File: src/rtl/pcfg_pkg.sv
package pcfg_pkg;

    localparam int FC_W = 3;

    typedef enum logic [3:0] {
        ST_IDLE,
        ST_PROG_HOLD,
        ST_WAIT_INIT_LO,
        ST_WAIT_INIT_HI,
        ST_SETTLE,
        ST_LOAD,
        ST_CLK_LO,
        ST_CLK_HI,
        ST_WAIT_BUSY,
        ST_END_CS,
        ST_END_WR,
        ST_WAIT_DONE,
        ST_ABORT
    } pcfg_state_e;

    typedef enum logic [FC_W-1:0] {
        FC_NONE        = 3'd0,
        FC_STAT_NO_LO  = 3'd1,
        FC_STAT_NO_HI  = 3'd2,
        FC_STAT_ERR    = 3'd3,
        FC_HOLD_TMO    = 3'd4,
        FC_FIN_TMO     = 3'd5
    } pcfg_fail_e;

endpackage

File: src/rtl/pcfg_timer.sv
module pcfg_timer #(
    parameter int TMR_W = 32
) (
    input  logic             clk,
    input  logic             rst_n,
    input  logic             load_i,
    input  logic [TMR_W-1:0] load_val_i,
    output logic             expired_o
);

    logic [TMR_W-1:0] cnt_q;

    always_ff @(posedge clk or negedge rst_n) begin
        if (!rst_n) begin
            cnt_q <= '0;
        end else if (load_i) begin
            cnt_q <= load_val_i;
        end else if (cnt_q != '0) begin
            cnt_q <= cnt_q - 1'b1;
        end
    end

    assign expired_o = (cnt_q == '0);

    AST_TMR_STAYS_EXPIRED: assert property (@(posedge clk) disable iff (!rst_n)
        (expired_o && !load_i) |=> expired_o);

endmodule

File: src/rtl/pcfg_bytecnt.sv
module pcfg_bytecnt #(
    parameter int CNT_W = 16
) (
    input  logic             clk,
    input  logic             rst_n,
    input  logic             load_i,
    input  logic [CNT_W-1:0] load_val_i,
    input  logic             dec_i,
    output logic             zero_o,
    output logic             one_o
);

    localparam logic [CNT_W-1:0] ONE = CNT_W'(1);

    logic [CNT_W-1:0] rem_q;

    always_ff @(posedge clk or negedge rst_n) begin
        if (!rst_n) begin
            rem_q <= '0;
        end else if (load_i) begin
            rem_q <= load_val_i;
        end else if (dec_i) begin
            rem_q <= rem_q - 1'b1;
        end
    end

    assign zero_o = (rem_q == '0);
    assign one_o  = (rem_q == ONE);

    AST_NO_UNDERFLOW: assert property (@(posedge clk) disable iff (!rst_n)
        dec_i |-> !zero_o);

endmodule

File: src/rtl/pcfg_loader.sv
module pcfg_loader
    import pcfg_pkg::*;
#(
    parameter int DATA_W        = 8,
    parameter int CNT_W         = 16,
    parameter int TMR_W         = 32,
    parameter int PROG_LOW_CYC  = 60,
    parameter int INIT_TMO_CYC  = 100_000_000,
    parameter int SETTLE_CYC    = 2_000_000,
    parameter int BUSY_TMO_CYC  = 1_000_000,
    parameter int DONE_TMO_CYC  = 40_000_000,
    parameter bit USE_BUSY      = 1'b1
) (
    input  logic              clk,
    input  logic              rst_n,
    input  logic              start_i,
    input  logic [CNT_W-1:0]  byte_cnt_i,
    input  logic [DATA_W-1:0] s_data_i,
    input  logic              s_valid_i,
    output logic              s_ready_o,
    output logic              cfg_rst_n_o,
    input  logic              cfg_stat_n_i,
    output logic              cfg_sel_n_o,
    output logic              cfg_wr_n_o,
    output logic              cfg_clk_o,
    output logic [DATA_W-1:0] cfg_d_o,
    input  logic              cfg_hold_i,
    input  logic              cfg_fin_i,
    output logic              run_o,
    output logic              ok_o,
    output logic              fail_o,
    output logic [2:0]        fail_code_o
);

    localparam logic [TMR_W-1:0] LD_PROG   = TMR_W'(PROG_LOW_CYC - 1);
    localparam logic [TMR_W-1:0] LD_INIT   = TMR_W'(INIT_TMO_CYC);
    localparam logic [TMR_W-1:0] LD_SETTLE = TMR_W'(SETTLE_CYC - 1);
    localparam logic [TMR_W-1:0] LD_BUSY   = TMR_W'(BUSY_TMO_CYC);
    localparam logic [TMR_W-1:0] LD_DONE   = TMR_W'(DONE_TMO_CYC);

    pcfg_state_e       state_q, state_d;
    pcfg_fail_e        code_q, abort_code;
    logic [DATA_W-1:0] d_q;
    logic              ok_q, fail_q;
    logic              tmr_load, tmr_exp;
    logic [TMR_W-1:0]  tmr_val;
    logic              bc_load, bc_dec, bc_zero, bc_one;
    logic              take, go_ok, hold_seen;

    generate
        if (USE_BUSY) begin : g_hold
            assign hold_seen = cfg_hold_i;
        end else begin : g_nohold
            assign hold_seen = 1'b0;
        end
    endgenerate

    pcfg_timer #(.TMR_W(TMR_W)) u_timer (
        .clk        (clk),
        .rst_n      (rst_n),
        .load_i     (tmr_load),
        .load_val_i (tmr_val),
        .expired_o  (tmr_exp)
    );

    pcfg_bytecnt #(.CNT_W(CNT_W)) u_bytecnt (
        .clk        (clk),
        .rst_n      (rst_n),
        .load_i     (bc_load),
        .load_val_i (byte_cnt_i),
        .dec_i      (bc_dec),
        .zero_o     (bc_zero),
        .one_o      (bc_one)
    );

    // next state, timer reloads and byte-counter control
    always_comb begin
        state_d    = state_q;
        tmr_load   = 1'b0;
        tmr_val    = '0;
        bc_load    = 1'b0;
        bc_dec     = 1'b0;
        take       = 1'b0;
        go_ok      = 1'b0;
        abort_code = FC_NONE;
        unique case (state_q)
            ST_IDLE: begin
                if (start_i) begin
                    state_d  = ST_PROG_HOLD;
                    tmr_load = 1'b1;
                    tmr_val  = LD_PROG;
                    bc_load  = 1'b1;
                end
            end
            ST_PROG_HOLD: begin
                if (tmr_exp) begin
                    state_d  = ST_WAIT_INIT_LO;
                    tmr_load = 1'b1;
                    tmr_val  = LD_INIT;
                end
            end
            ST_WAIT_INIT_LO: begin
                if (!cfg_stat_n_i) begin
                    state_d  = ST_WAIT_INIT_HI;
                    tmr_load = 1'b1;
                    tmr_val  = LD_INIT;
                end else if (tmr_exp) begin
                    state_d    = ST_ABORT;
                    abort_code = FC_STAT_NO_LO;
                end
            end
            ST_WAIT_INIT_HI: begin
                if (cfg_stat_n_i) begin
                    state_d  = ST_SETTLE;
                    tmr_load = 1'b1;
                    tmr_val  = LD_SETTLE;
                end else if (tmr_exp) begin
                    state_d    = ST_ABORT;
                    abort_code = FC_STAT_NO_HI;
                end
            end
            ST_SETTLE: begin
                if (tmr_exp) begin
                    state_d = bc_zero ? ST_END_CS : ST_LOAD;
                end
            end
            ST_LOAD: begin
                if (!cfg_stat_n_i) begin
                    state_d    = ST_ABORT;
                    abort_code = FC_STAT_ERR;
                end else if (s_valid_i) begin
                    take    = 1'b1;
                    state_d = ST_CLK_LO;
                end
            end
            ST_CLK_LO: begin
                state_d = ST_CLK_HI;
            end
            ST_CLK_HI: begin
                bc_dec = 1'b1;
                if (USE_BUSY) begin
                    state_d  = ST_WAIT_BUSY;
                    tmr_load = 1'b1;
                    tmr_val  = LD_BUSY;
                end else begin
                    state_d = bc_one ? ST_END_CS : ST_LOAD;
                end
            end
            ST_WAIT_BUSY: begin
                if (!hold_seen) begin
                    state_d = bc_zero ? ST_END_CS : ST_LOAD;
                end else if (tmr_exp) begin
                    state_d    = ST_ABORT;
                    abort_code = FC_HOLD_TMO;
                end
            end
            ST_END_CS: begin
                state_d = ST_END_WR;
            end
            ST_END_WR: begin
                state_d  = ST_WAIT_DONE;
                tmr_load = 1'b1;
                tmr_val  = LD_DONE;
            end
            ST_WAIT_DONE: begin
                if (cfg_fin_i && cfg_stat_n_i) begin
                    state_d = ST_IDLE;
                    go_ok   = 1'b1;
                end else if (tmr_exp) begin
                    state_d    = ST_ABORT;
                    abort_code = FC_FIN_TMO;
                end
            end
            ST_ABORT: begin
                state_d = ST_IDLE;
            end
            default: begin
                state_d = ST_IDLE;
            end
        endcase
    end

    // state register, data latch and sticky status
    always_ff @(posedge clk or negedge rst_n) begin
        if (!rst_n) begin
            state_q <= ST_IDLE;
            d_q     <= '0;
            ok_q    <= 1'b0;
            fail_q  <= 1'b0;
            code_q  <= FC_NONE;
        end else begin
            state_q <= state_d;
            if (take) begin
                d_q <= s_data_i;
            end
            if (state_q == ST_IDLE && start_i) begin
                ok_q   <= 1'b0;
                fail_q <= 1'b0;
                code_q <= FC_NONE;
            end else if (go_ok) begin
                ok_q <= 1'b1;
            end else if (state_d == ST_ABORT && state_q != ST_ABORT) begin
                fail_q <= 1'b1;
                code_q <= abort_code;
            end
        end
    end

    // port drive decoded from state
    always_comb begin
        cfg_rst_n_o = 1'b1;
        cfg_sel_n_o = 1'b1;
        cfg_wr_n_o  = 1'b1;
        cfg_clk_o   = 1'b1;
        s_ready_o   = 1'b0;
        unique case (state_q)
            ST_PROG_HOLD, ST_WAIT_INIT_LO: begin
                cfg_rst_n_o = 1'b0;
            end
            ST_SETTLE, ST_CLK_HI, ST_WAIT_BUSY: begin
                cfg_sel_n_o = 1'b0;
                cfg_wr_n_o  = 1'b0;
            end
            ST_LOAD: begin
                cfg_sel_n_o = 1'b0;
                cfg_wr_n_o  = 1'b0;
                s_ready_o   = cfg_stat_n_i;
            end
            ST_CLK_LO: begin
                cfg_sel_n_o = 1'b0;
                cfg_wr_n_o  = 1'b0;
                cfg_clk_o   = 1'b0;
            end
            ST_END_CS: begin
                cfg_wr_n_o = 1'b0;
            end
            default: begin
            end
        endcase
    end

    assign cfg_d_o     = d_q;
    assign run_o       = (state_q != ST_IDLE);
    assign ok_o        = ok_q;
    assign fail_o      = fail_q;
    assign fail_code_o = code_q;

    AST_READY_PORT_OPEN: assert property (@(posedge clk) disable iff (!rst_n)
        s_ready_o |-> (!cfg_sel_n_o && !cfg_wr_n_o && cfg_rst_n_o && cfg_stat_n_i));
    AST_CLK_LOW_IN_WINDOW: assert property (@(posedge clk) disable iff (!rst_n)
        !cfg_clk_o |-> (!cfg_sel_n_o && !cfg_wr_n_o));
    AST_DATA_STABLE_RISE: assert property (@(posedge clk) disable iff (!rst_n)
        $rose(cfg_clk_o) |-> $stable(cfg_d_o));
    AST_PROG_PORT_CLOSED: assert property (@(posedge clk) disable iff (!rst_n)
        !cfg_rst_n_o |-> (cfg_sel_n_o && cfg_wr_n_o));
    AST_SEL_BEFORE_WR: assert property (@(posedge clk) disable iff (!rst_n)
        $rose(cfg_wr_n_o) |-> cfg_sel_n_o);
    AST_STATUS_EXCL: assert property (@(posedge clk) disable iff (!rst_n)
        !(ok_o && fail_o));
    AST_FAIL_HAS_CODE: assert property (@(posedge clk) disable iff (!rst_n)
        fail_o |-> (fail_code_o != 3'd0));
    AST_IDLE_PORT_RELEASED: assert property (@(posedge clk) disable iff (!rst_n)
        !run_o |-> (cfg_sel_n_o && cfg_wr_n_o && cfg_rst_n_o && cfg_clk_o));

endmodule

File: config.mk
export PLATFORM = sky130hd
export DESIGN_NAME = pcfg_loader
export DESIGN_NICKNAME = d
export VERILOG_FILES = /design/src/rtl/pcfg_pkg.sv /design/src/rtl/pcfg_timer.sv /design/src/rtl/pcfg_bytecnt.sv /design/src/rtl/pcfg_loader.sv
export SDC_FILE = /design/constraint.sdc
export NUM_CORES = 1
export LEC_CHECK = 0
export ABC_AREA = 0
export ABC_CLOCK_PERIOD_IN_PS = 4100
export BUFFER_PORTS_ARGS = -buffer_cell sky130_fd_sc_hd__buf_4
export CAP_MARGIN = 10
export CORE_ASPECT_RATIO = 1.4
export CORE_UTILIZATION = 50
export CTS_BUF_LIST = sky130_fd_sc_hd__clkbuf_4
export DETAILED_ROUTE_END_ITERATION = 16
export GPL_ROUTABILITY_DRIVEN = 0
export PLACE_DENSITY = 0.82
export SLEW_MARGIN = 5
export SYNTH_ARGS = -nofsm -noshare
export SYNTH_HDL_FRONTEND = slang
export SYNTH_SLANG_ARGS = --single-unit
File: constraint.sdc
create_clock -name clk -period 4.1 [get_ports clk]
set_input_delay 0.41 -clock clk [delete_from_list [all_inputs] [get_ports clk]]
set_output_delay 0.41 -clock clk [all_outputs]
set_load 0.02 [all_outputs]
==> results.cfg <==
[status]
status = complete, no violations

[routing]
wire_per_inst_um = 15.5
drtIter0Drc = 292
routed_wl_um = 8570
drc = 0
first_pass_iters = 4
final_antenna_net_count = 0
vias_per_cell = 5.84
dr_total_vias = 3231

[global_routing]
grt_first_pass_wirelength_um = 14700
grt_pass1_vias = 3252
top_usage_layer = met2
met2_usage = 0.407
grt_max_degree = 66
antenna_found_initial = 0
grt_remaining_overflow = 0
met1_usage = 0.301
track_usage = 0.246
met3_usage = 0.0494

[synth]
syn_area_um2 = 3750
synthTopCellsByCount = dfrtp_1, nor2_1, nand2_1
synth.most_common_cell = dfrtp_1
syn_inst = 407
synth_cell_types = 56
ys_dominant_reg_cell = dfrtp_1
synth_seq_cells = 65
syn_area_per_cell_um2 = 9.21
synth-seq-area-share = 0.434
ys_top_cells_by_area = dfrtp_1, xnor2_1, nor2_1
synth_top_cell_area_share = 0.434
syn_nets = 441
synth_top_area_cell = dfrtp_1
synth_edf_count = 0
synth_async_sr_flop_share = 1.00
yosys_warnings = 0

[pwr]
power_per_cell_area_nw_per_um2 = 709
peakVddDrop_mv = 0.406
p_total_mw = 3.05
leakage_nw = 1.86

[timing]
slew_headroom = 0.331
hold_viol_final = 0
setup_viol = 0
totalNegativeSetupSlack_ps = 0
tightestPinTransition_ps = 1000
fin_crit_sh = 0.721
slew_violations = 0
fmax_ghz = 0.338
rsz0062_at_grt = no
fin_crit_ps = 2960
clock_skew_ps = 17.9

[cells_and_area]
layout.cells.non_filler = 553
post-route-cell-area_um2 = 4310
diodes = 0
fin_nets = 486
nFillCells = 690
syn_to_final_growth_pct = 14.9
drive_gt1_frac = 0.180

[clock_tree]
clock_latency_ps = 420
cts_buffers = 9
cts-hold-fix-buffers = 0
cts_tree = built
clkSinkCount = 65
cts_resized = 0
cts_setup_buffers = 0
cts_root_buf = clkbuf_4
h-tree-depth = 3
cts_max_path_buffers = 2
clk_pin_slew_worst_paths_ps = 100

[worst_hold_path]
hp-class = primary input to asynchronous set/reset pin

[setup_path]
cp_max_fo = 14
critPathCaptureType = register
r2r_slack_ps = 1140
r2r_end = u_timer.cnt_q[15]$_DFFE_PN0P_
r2r-start = u_timer.cnt_q[3]$_DFFE_PN0P_
cp.required_ps = 4450
crit_arrival_ps = 3310
crit_type = register to register
r2r_cells = 7
cp-start-kind = register

[die]
start_util = 0.512
fp.dieW_um = 75.2
boundaryPins = 50
die_area_um2 = 7850
row_count = 37
die_h_um = 104
coreArea_um2 = 7310

[flow_run]
max-cap-violations = 0

[place]
port_buffers = 49
dpl_cell_area_um2 = 4180
hpwl_um = 6160
dp_cells = 538
[logic make-up (layout without fill, tap and decap cells)]
group / count (synthesis) / after routing / synth area share
buffers and inverters: 25 / 74 / 0.0254
flip-flops: 65 / 65 / 0.434
XOR/XNOR: 40 / 40 / 0.0935
AND/OR/NAND/NOR: 172 / 172 / 0.254
multiplexers: 8 / 8 / 0.0240
adder cells (fa/ha/maj): 3 / 3 / 0.0100
AO/OA/AOI/OAI: 94 / 94 / 0.159
[worst max path at each step]
stage                                            start                       endpoint  slack [ps]  depth (start not counted)
after floorplan           u_timer.cnt_q[3]$_DFFE_PN0P_     fail_code_o[0]$_DFFE_PN0P_        1620                          7
after global placement    u_timer.cnt_q[3]$_DFFE_PN0P_  u_timer.cnt_q[15]$_DFFE_PN0P_        1270                          7
after detailed placement  u_timer.cnt_q[3]$_DFFE_PN0P_  u_timer.cnt_q[15]$_DFFE_PN0P_        1170                          7
after CTS                 u_timer.cnt_q[3]$_DFFE_PN0P_  u_timer.cnt_q[15]$_DFFE_PN0P_        1160                          7
after global routing      u_timer.cnt_q[3]$_DFFE_PN0P_  u_timer.cnt_q[15]$_DFFE_PN0P_         920                          7
final                     u_timer.cnt_q[3]$_DFFE_PN0P_  u_timer.cnt_q[15]$_DFFE_PN0P_        1140                          7
[area by class of cell]
class | instances | area, µm² | area share
Multi-Input combinational cell | 317 | 2030 | 0.471
Timing Repair Buffer | 50 | 375 | 0.0872
Inverter | 9 | 33.8 | 0.00785
Tap cell | 97 | 121 | 0.0282
Sequential cell | 65 | 1630 | 0.378
Clock inverter | 5 | 47.5 | 0.0110
Clock buffer | 10 | 75.1 | 0.0174
[metrics by stage]
stage	setup slack, ps	hold slack (ps)	util
after floorplan	1620	114	-
after global placement	1270	486	0.572
after detailed placement	1170	487	0.572
after CTS	1160	87.3	0.589
after global routing	918	149	0.589
final	1140	77.3	0.589
[where the power goes]
part / switching [mW] / internal (mW) / total [mW]
Sequential: 0.303 / 0.896 / 1.20
Clock: 0.223 / 0.184 / 0.407
Combinational: 0.825 / 0.624 / 1.45
Total: 1.35 / 1.70 / 3.05
[placed cells by master (no fill, tap or decap), drive strengths merged, types with 5 or more instances in the layout]
| cell | instances |
|---|---|
| a21boi | 5 |
| inv | 9 |
| or3 | 5 |
| nand3b | 5 |
| xnor2 | 24 |
| nand3 | 12 |
| nor2b | 6 |
| clkbuf | 10 |
| xor2 | 16 |
| nor3 | 19 |
| o21ai | 32 |
| and3 | 6 |
| nand2b | 7 |
| or4 | 7 |
| nand2 | 36 |
| nor4 | 11 |
| buf | 50 |
| a21oi | 24 |
| mux2 | 8 |
| dfrtp | 65 |
| nor2 | 43 |
[sequential cells by signal, summed over array words and instances, names as in the netlist]
signal and cells:
u_bytecnt.rem_q 16, u_timer.cnt_q 32, state_q 4, ok_o 1
fail_o 1, fail_code_o 3, cfg_d_o 8
[critical path: stages, from the launching register on]
cell     delay [ps]
dfrtp_1         440
or4_4           600
nor4_4          440
and4_1          540
and3_1          220
o21ai_1         290
and3_1          280
nor2_1           80
[routing by layer]
layer | part of all wire | wire (µm)
met1 | 0.41 | 3480
met2 | 0.53 | 4550
met3 | 0.042 | 362
met4 | 0.020 | 169
met5 | 0 | 0
Note: power is estimated with default switching activity, not from simulation.
